### src/rtl/gprf_pkg.sv
package gprf_pkg;
  localparam int unsigned GPRF_REGS   = 32;
  localparam int unsigned GPRF_DATA_W = 8;
  localparam int unsigned GPRF_ADDR_W = $clog2(GPRF_REGS);
endpackage

### src/rtl/gprf_index_map.sv
// Turns a port index into a physical register number. A narrow
// (immediate-class) field selects the upper half of the file.
module gprf_index_map #(
  parameter int unsigned AW = gprf_pkg::GPRF_ADDR_W
) (
  input  logic          narrow,
  input  logic [AW-1:0] field,
  output logic [AW-1:0] phys
);
  localparam int unsigned NW = AW - 1;

  always_comb begin
    if (narrow) phys = {1'b1, field[NW-1:0]};
    else        phys = field;
  end
endmodule

### src/rtl/gprf_store.sv
// Flop-based storage: synchronous write, synchronous clear.
module gprf_store #(
  parameter int unsigned N  = gprf_pkg::GPRF_REGS,
  parameter int unsigned DW = gprf_pkg::GPRF_DATA_W,
  localparam int unsigned AW = $clog2(N)
) (
  input  logic                  clk,
  input  logic                  rst,
  input  logic                  we,
  input  logic [AW-1:0]         waddr,
  input  logic [DW-1:0]         wdata,
  output logic [N-1:0][DW-1:0]  regs_q
);
  for (genvar i = 0; i < N; i++) begin : g_reg
    always_ff @(posedge clk) begin
      if (rst)                           regs_q[i] <= '0;
      else if (we && waddr == AW'(i))    regs_q[i] <= wdata;
    end
  end

  // nothing moves without a write
  a_r9_no_write_no_change: assert property (@(posedge clk) disable iff (rst)
    !we |=> $stable(regs_q));

  // the addressed register holds the written byte after the edge
  a_r2_write_lands: assert property (@(posedge clk) disable iff (rst)
    we |=> regs_q[$past(waddr)] == $past(wdata));
endmodule

### src/rtl/gprf_read_port.sv
// Combinational read mux over the register array.
module gprf_read_port #(
  parameter int unsigned N  = gprf_pkg::GPRF_REGS,
  parameter int unsigned DW = gprf_pkg::GPRF_DATA_W,
  localparam int unsigned AW = $clog2(N)
) (
  input  logic [N-1:0][DW-1:0] regs,
  input  logic [AW-1:0]        addr,
  output logic [DW-1:0]        data
);
  assign data = regs[addr];
endmodule

### src/rtl/gprf_ptr_file.sv
module gprf_ptr_file #(
  parameter int unsigned N  = gprf_pkg::GPRF_REGS,
  parameter int unsigned DW = gprf_pkg::GPRF_DATA_W,
  localparam int unsigned AW    = $clog2(N),
  localparam int unsigned PTR_W = 2 * DW,
  localparam int unsigned HALF  = N / 2
) (
  input  logic             clk,
  input  logic             rst,
  input  logic             wr_en,
  input  logic             wr_imm,
  input  logic [AW-1:0]    wr_addr,
  input  logic [DW-1:0]    wr_data,
  input  logic             rd_a_imm,
  input  logic [AW-1:0]    rd_a_addr,
  output logic [DW-1:0]    rd_a_data,
  input  logic [AW-1:0]    rd_b_addr,
  output logic [DW-1:0]    rd_b_data,
  output logic [DW-1:0]    ind_data,
  output logic [PTR_W-1:0] ptr_o
);
  logic [N-1:0][DW-1:0] regs_q;
  logic [AW-1:0]        wr_phys;
  logic [AW-1:0]        rd_a_phys;
  logic [AW-1:0]        ind_idx;

  gprf_index_map #(.AW(AW)) u_wmap (
    .narrow(wr_imm), .field(wr_addr), .phys(wr_phys));

  gprf_index_map #(.AW(AW)) u_amap (
    .narrow(rd_a_imm), .field(rd_a_addr), .phys(rd_a_phys));

  gprf_store #(.N(N), .DW(DW)) u_store (
    .clk(clk), .rst(rst), .we(wr_en), .waddr(wr_phys),
    .wdata(wr_data), .regs_q(regs_q));

  // pointer pair: top two registers, low byte first
  assign ptr_o   = {regs_q[N-1], regs_q[N-2]};
  // indirect index: only the low bits of the pointer's low byte
  assign ind_idx = regs_q[N-2][AW-1:0];

  gprf_read_port #(.N(N), .DW(DW)) u_rda (
    .regs(regs_q), .addr(rd_a_phys), .data(rd_a_data));
  gprf_read_port #(.N(N), .DW(DW)) u_rdb (
    .regs(regs_q), .addr(rd_b_addr), .data(rd_b_data));
  gprf_read_port #(.N(N), .DW(DW)) u_rdi (
    .regs(regs_q), .addr(ind_idx), .data(ind_data));

  // narrow writes never touch the lower half
  a_r4_imm_spares_lower: assert property (@(posedge clk) disable iff (rst)
    (wr_en && wr_imm) |=> $stable(regs_q[HALF-1:0]));

  // a write to the pointer low register shows on the pointer next cycle
  a_r6_ptr_low_follows_write: assert property (@(posedge clk) disable iff (rst)
    (wr_en && wr_phys == AW'(N-2)) |=> ptr_o[DW-1:0] == $past(wr_data));

  // indirect port agrees with port B when both point at the same register
  a_r7_ind_matches_b: assert property (@(posedge clk) disable iff (rst)
    (rd_b_addr == ptr_o[AW-1:0]) |-> rd_b_data == ind_data);
endmodule

### config.mk
export PLATFORM = sky130hd
export DESIGN_NAME = gprf_ptr_file
export DESIGN_NICKNAME = d
export VERILOG_FILES = /design/src/rtl/gprf_pkg.sv /design/src/rtl/gprf_index_map.sv /design/src/rtl/gprf_store.sv /design/src/rtl/gprf_read_port.sv /design/src/rtl/gprf_ptr_file.sv
export SDC_FILE = /design/constraint.sdc
export NUM_CORES = 1
export LEC_CHECK = 0
export ABC_AREA = 0
export BUFFER_PORTS_ARGS = -buffer_cell sky130_fd_sc_hd__buf_2
export CAP_MARGIN = 25
export CORE_ASPECT_RATIO = 0.9
export CORE_MARGIN = 5
export CORE_UTILIZATION = 40
export DETAILED_ROUTE_END_ITERATION = 10
export SYNTH_ARGS = -nofsm -noshare
export SYNTH_HDL_FRONTEND = slang
export SYNTH_SLANG_ARGS = --single-unit
### constraint.sdc
create_clock -name clk -period 4.1 [get_ports clk]
set_input_delay 0 -clock clk [delete_from_list [all_inputs] [get_ports clk]]
set_output_delay 0 -clock clk [all_outputs]
set_load 0.01 [all_outputs]
==> results by stage <==
Setup path:
- The critical path runs through a total of 5 cells.
- The kind of cell adding the most delay to the critical path is multiplexers.
- Traced cell by cell, the critical path runs through buf_4 -> mux4_2 -> mux4_2 -> mux2_2 -> buf_2.
- Among the stages of the critical path, the cell type that occurs most often is sky130_fd_sc_hd__mux4_2.
- The minimum setup slack among reg-to-reg paths is 2580 ps.
- The launching element type of the critical path is a flip-flop.
- In this run the worst setup path begins at u_store.regs_q[240].
- The slowest cell on the critical path is sky130_fd_sc_hd__dfxtp_4.
- The startpoint of the lowest-slack register-to-register path is u_store.regs_q[242].
- The critical path buffer and inverter count is 2.
- The critical path is of the reg -> out type.
- The highest cell delay on the worst timing path is 870 ps.
- The arrival time of the worst setup path is between 3000 and 4000 ps.
- In this run the critical register-to-register path is captured at u_store.regs_q[242].
- The number of cells on the worst reg-to-reg path is 2.
- The type of element capturing the critical path is an output port.
- The critical path ends at ind_data[5].
- The worst path required time is about 4100 ps.
- The largest fanout on the critical path is 45.

Timing:
- The final period demand of the worst path is between 3000 and 4000 ps.
- The slew at the pin closest to its max-slew limit is approximately 1100 ps.
- For the final routed database, the setup TNS stands at 0 ps.
- The number of slew-limit violations in the final report is 0.
- On the final layout, the worst clock skew is 0 ps.
- Based on the critical path, the design can be clocked at up to between 300 and 400 MHz.
- Setup repair after global routing left no endpoint under its margin.
- The final number of hold-violating endpoints is 0.
- Setup violations remaining at the end of the flow were counted as 0.
- Headroom to the max-slew limit came out at 0.258.
- Of the available clock period, the critical path in the final layout requires 0.803.

Clocking:
- The number of buffers created by CTS is 28.
- The number of setup buffers added after CTS is 0.
- The cell sitting at the root of the clock tree is a sky130_fd_sc_hd__clkbuf_16.
- The clock insertion delay at the later pin of the skew report is between 500 and 600 ps.
- TritonCTS built the clock tree.
- No sink is reached through more buffers than the 3 on the longest clock path.
- The clock drives ~260 sinks.
- In this run, post-CTS repair resized a total of 0 instances.
- CTS built an H-tree with a depth of 1.
- Buffers inserted to repair hold after CTS numbered 8.
- The clock transition time at the flip-flop clock pins of the worst setup and hold paths is approximately 60 ps.

Power:
- The reported net switching power is between 1 and 1.5 mW.
- Power comes to roughly 5.6 mW.
- The worst-case IR drop observed on VDD is 0.000267 V.
- Of the total power, the share spent switching nets is 0.248.
- For this design the static power due to leakage is approximately 6.7 nW.
- The part of the total power dissipated in sequential elements is 0.450.
- The power per unit of standard cell area is roughly 330 nW/um^2.
- Of the total power, combinational logic draws 0.084.
- The share of total power dissipated in the clock network is 0.467.
- The internal power contribution is approximately 4.2 mW.

Finish:
- In the layout the commonest cells are 264 x sky130_fd_sc_hd__mux2i_1, 253 x sky130_fd_sc_hd__dfxtp_1, 239 x sky130_fd_sc_hd__nor2_1, 208 x sky130_fd_sc_hd__mux4_2, 62 x sky130_fd_sc_hd__buf_2.
- The post-route cell area is approximately 17,000 sq um.
- At the end of the flow the core is filled with cells to 0.444.
- The most frequent standard cell in the layout excluding fill and tap cells is sky130_fd_sc_hd__mux2i_1.
- u_store.regs_q holds more flip-flops than any other register.
- The share of post-route cells with drive strength above 1 is 0.291.
- The number of inserted filler cells in the final layout is about 3,500.
- From synthesis to final layout, the design area changed by 9.83%.
- The net count of the finished layout is between 1,000 and 1,500.
- The largest registers in the layout are u_store.regs_q: 256 flops.
- The number of flip-flops under the largest register name is between 200 and 300.

Floorplanning:
- The initialized floorplan defines slightly below 70 standard-cell rows.
- For this configuration, the core starts out at a cell density of 0.404.
- The vertical die dimension is roughly 200 um.
- The core outline area is 38,300 sq um.
- The floorplan die width is around 220 um.
- The die covers ~43,000 sq um.
- During I/O placement, the number of pins put on the boundary was 68.

Routing:
- The routed design uses 4660 um of met3 wire.
- The number of design rule violations left after detail routing is 0.
- The via count normalized by instance count is roughly 6.3.
- The total wirelength of the detailed-routed design is 49,300 um.
- Once detail routing completed, the nets flagged for antenna violations numbered 0.
- The first routing iteration left 1,276 violations.
- The highest metal layer carrying signal wires in the routed design is met4.
- The count of vias placed by the detailed router is 11,500.
- The iteration count of the initial detailed-routing pass is 5.
- After detailed routing, the average wire length per cell comes to approximately 27 um.
- The met1 layer wirelength in the final routing is between 20,000 and 25,000 um.
- In the detailed route, the total length drawn on met2 is 22,900 um.

Logic synthesis:
- The flip-flop and latch count after synthesis is ~260.
- Synthesis handed over a netlist of approximately 1,300 instances.
- The average instance in the mapped netlist occupies around 12 sq um.
- The netlist area before placement is between 15,000 and 20,000 sq um.
- The count of distinct cell types in the synthesized netlist is 39.
- The number of nets in the synthesized netlist is 1,347.
- For this run, the number of Yosys warnings is 0.
- Counting flops with an async set or reset pin after synthesis yields a share of 0.
- Of the synthesized area, sequential elements account for 0.331.
- The number of enable flip-flop cells after synthesis is 0.
- Among all flip-flop cells after synthesis, the most frequent one is sky130_fd_sc_hd__dfxtp_1.

Placed design:
- The HPWL after detailed placement is 31,700 um.
- At the end of routability-driven placement, the weighted congestion stood at roughly 0.86.
- The count of buffers from port buffering is 67.
- After detailed placement, the total cell area comes to between 15,000 and 20,000 sq um.

Global routing:
- The maximum number of pins on one net before global-route repair is 108.
- The number of global-route vias before repair was 11,100.
- The number of antenna violations at the first check in global routing is 3.
- Global routing finished with a remaining overflow of 0.
- The combined global-route utilization of all metal layers is 0.228.
- The first global-routing pass estimated between 70,000 and 80,000 um of wire.

Job:
- Max-cap violations in this run came to 0.

Hold path:
- The tightest min-delay check is of the in -> reg type.

Run status:
- The flow ran to the end, and the final reports show no timing, DRC or antenna violations.
==> layout make-up <==
type	count	area (sq um)	area share
antenna	2	5.00	0.000295
multi-input combinational	916	9640	0.567
inverter	2	7.51	0.000442
sequential	256	5130	0.302
clock buffer	44	862	0.0507
timing repair buffer	98	648	0.0381
clock inverter	6	82.6	0.00486
tap	490	613	0.0361
==> power groups by stage <==
stage / Combinational [mW] / Clock [mW] / Sequential (mW)
final: 0.470 / 2.62 / 2.53
after global routing: 0.498 / 2.78 / 2.53
after CTS: 0.469 / 2.67 / 2.53
after detailed placement: 0.461 / 0 / 2.58
after global placement: 0.456 / 0 / 2.58
after floorplan: 0.330 / 0 / 2.57
==> cells by family (layout without fill, tap and decap cells) <==
group,Yosys count,in the layout,share of synthesized area
other,0,2,0
DFF,256,256,0.331
buffers and inverters,147,150,0.0461
and+or+nand+nor,326,326,0.0928
muxes,501,501,0.495
AOI/OAI and AO/OA,89,89,0.0352
==> per-stage QoR <==
step / setup WS (ps) / hold WS [ps] / cells
after global routing: 614 / 56.0 / 1814
final: 807 / 34.8 / 1814
after global placement: 1370 / 469 / 1753
after floorplan: 2160 / 147 / 1319
after CTS: 740 / 3.83 / 1812
after detailed placement: 1350 / 474 / 1754
==> synth_stat cells (4+ instances only) <==
master / n / share of area
sky130_fd_sc_hd__buf_2: 33 / 0.011
sky130_fd_sc_hd__nor3_2: 5 / 0.0032
sky130_fd_sc_hd__nor3_1: 5 / 0.0016
sky130_fd_sc_hd__nor2_1: 239 / 0.058
sky130_fd_sc_hd__nand2b_1: 4 / 0.0016
sky130_fd_sc_hd__clkbuf_1: 77 / 0.019
sky130_fd_sc_hd__a221oi_1: 10 / 0.0057
sky130_fd_sc_hd__nand2_1: 28 / 0.0068
sky130_fd_sc_hd__mux4_2: 208 / 0.30
sky130_fd_sc_hd__a21oi_1: 28 / 0.0091
sky130_fd_sc_hd__mux2i_1: 264 / 0.17
sky130_fd_sc_hd__dfxtp_1: 256 / 0.33
sky130_fd_sc_hd__buf_1: 6 / 0.0015
sky130_fd_sc_hd__nor2b_1: 14 / 0.0057
sky130_fd_sc_hd__buf_4: 26 / 0.013
sky130_fd_sc_hd__mux2_2: 29 / 0.021
sky130_fd_sc_hd__nand3_1: 15 / 0.0049
sky130_fd_sc_hd__o22ai_1: 8 / 0.0032
sky130_fd_sc_hd__nor3_4: 5 / 0.0053
sky130_fd_sc_hd__o21ai_0: 25 / 0.0081
==> worst reg2reg max path, cell delays in order (launching register included) <==
cell,delay [ps]
sky130_fd_sc_hd__dfxtp_4,1020
sky130_fd_sc_hd__o21ai_0,220
sky130_fd_sc_hd__a21oi_1,200
==> routing by layer <==
layer  vias to the layer above  GRT usage
met1                      5830      0.321
met5                         -          0
li1                       4939          -
met2                       609      0.358
met3                       109     0.0487
met4                         0     0.0655
==> worst min path at each step <==
stage	start	endpoint	depth (start not counted)
6_report	wr_data[2]	u_store.regs_q[242]	3
5_1_grt	wr_data[2]	u_store.regs_q[242]	3
4_1_cts	wr_data[2]	u_store.regs_q[242]	3
3_5_place_dp	u_store.regs_q[246]	ptr_o[6]	1
3_3_place_gp	u_store.regs_q[254]	ptr_o[14]	1
2_1_floorplan	wr_data[4]	u_store.regs_q[100]	2
Note: power is estimated with default switching activity, not from simulation.
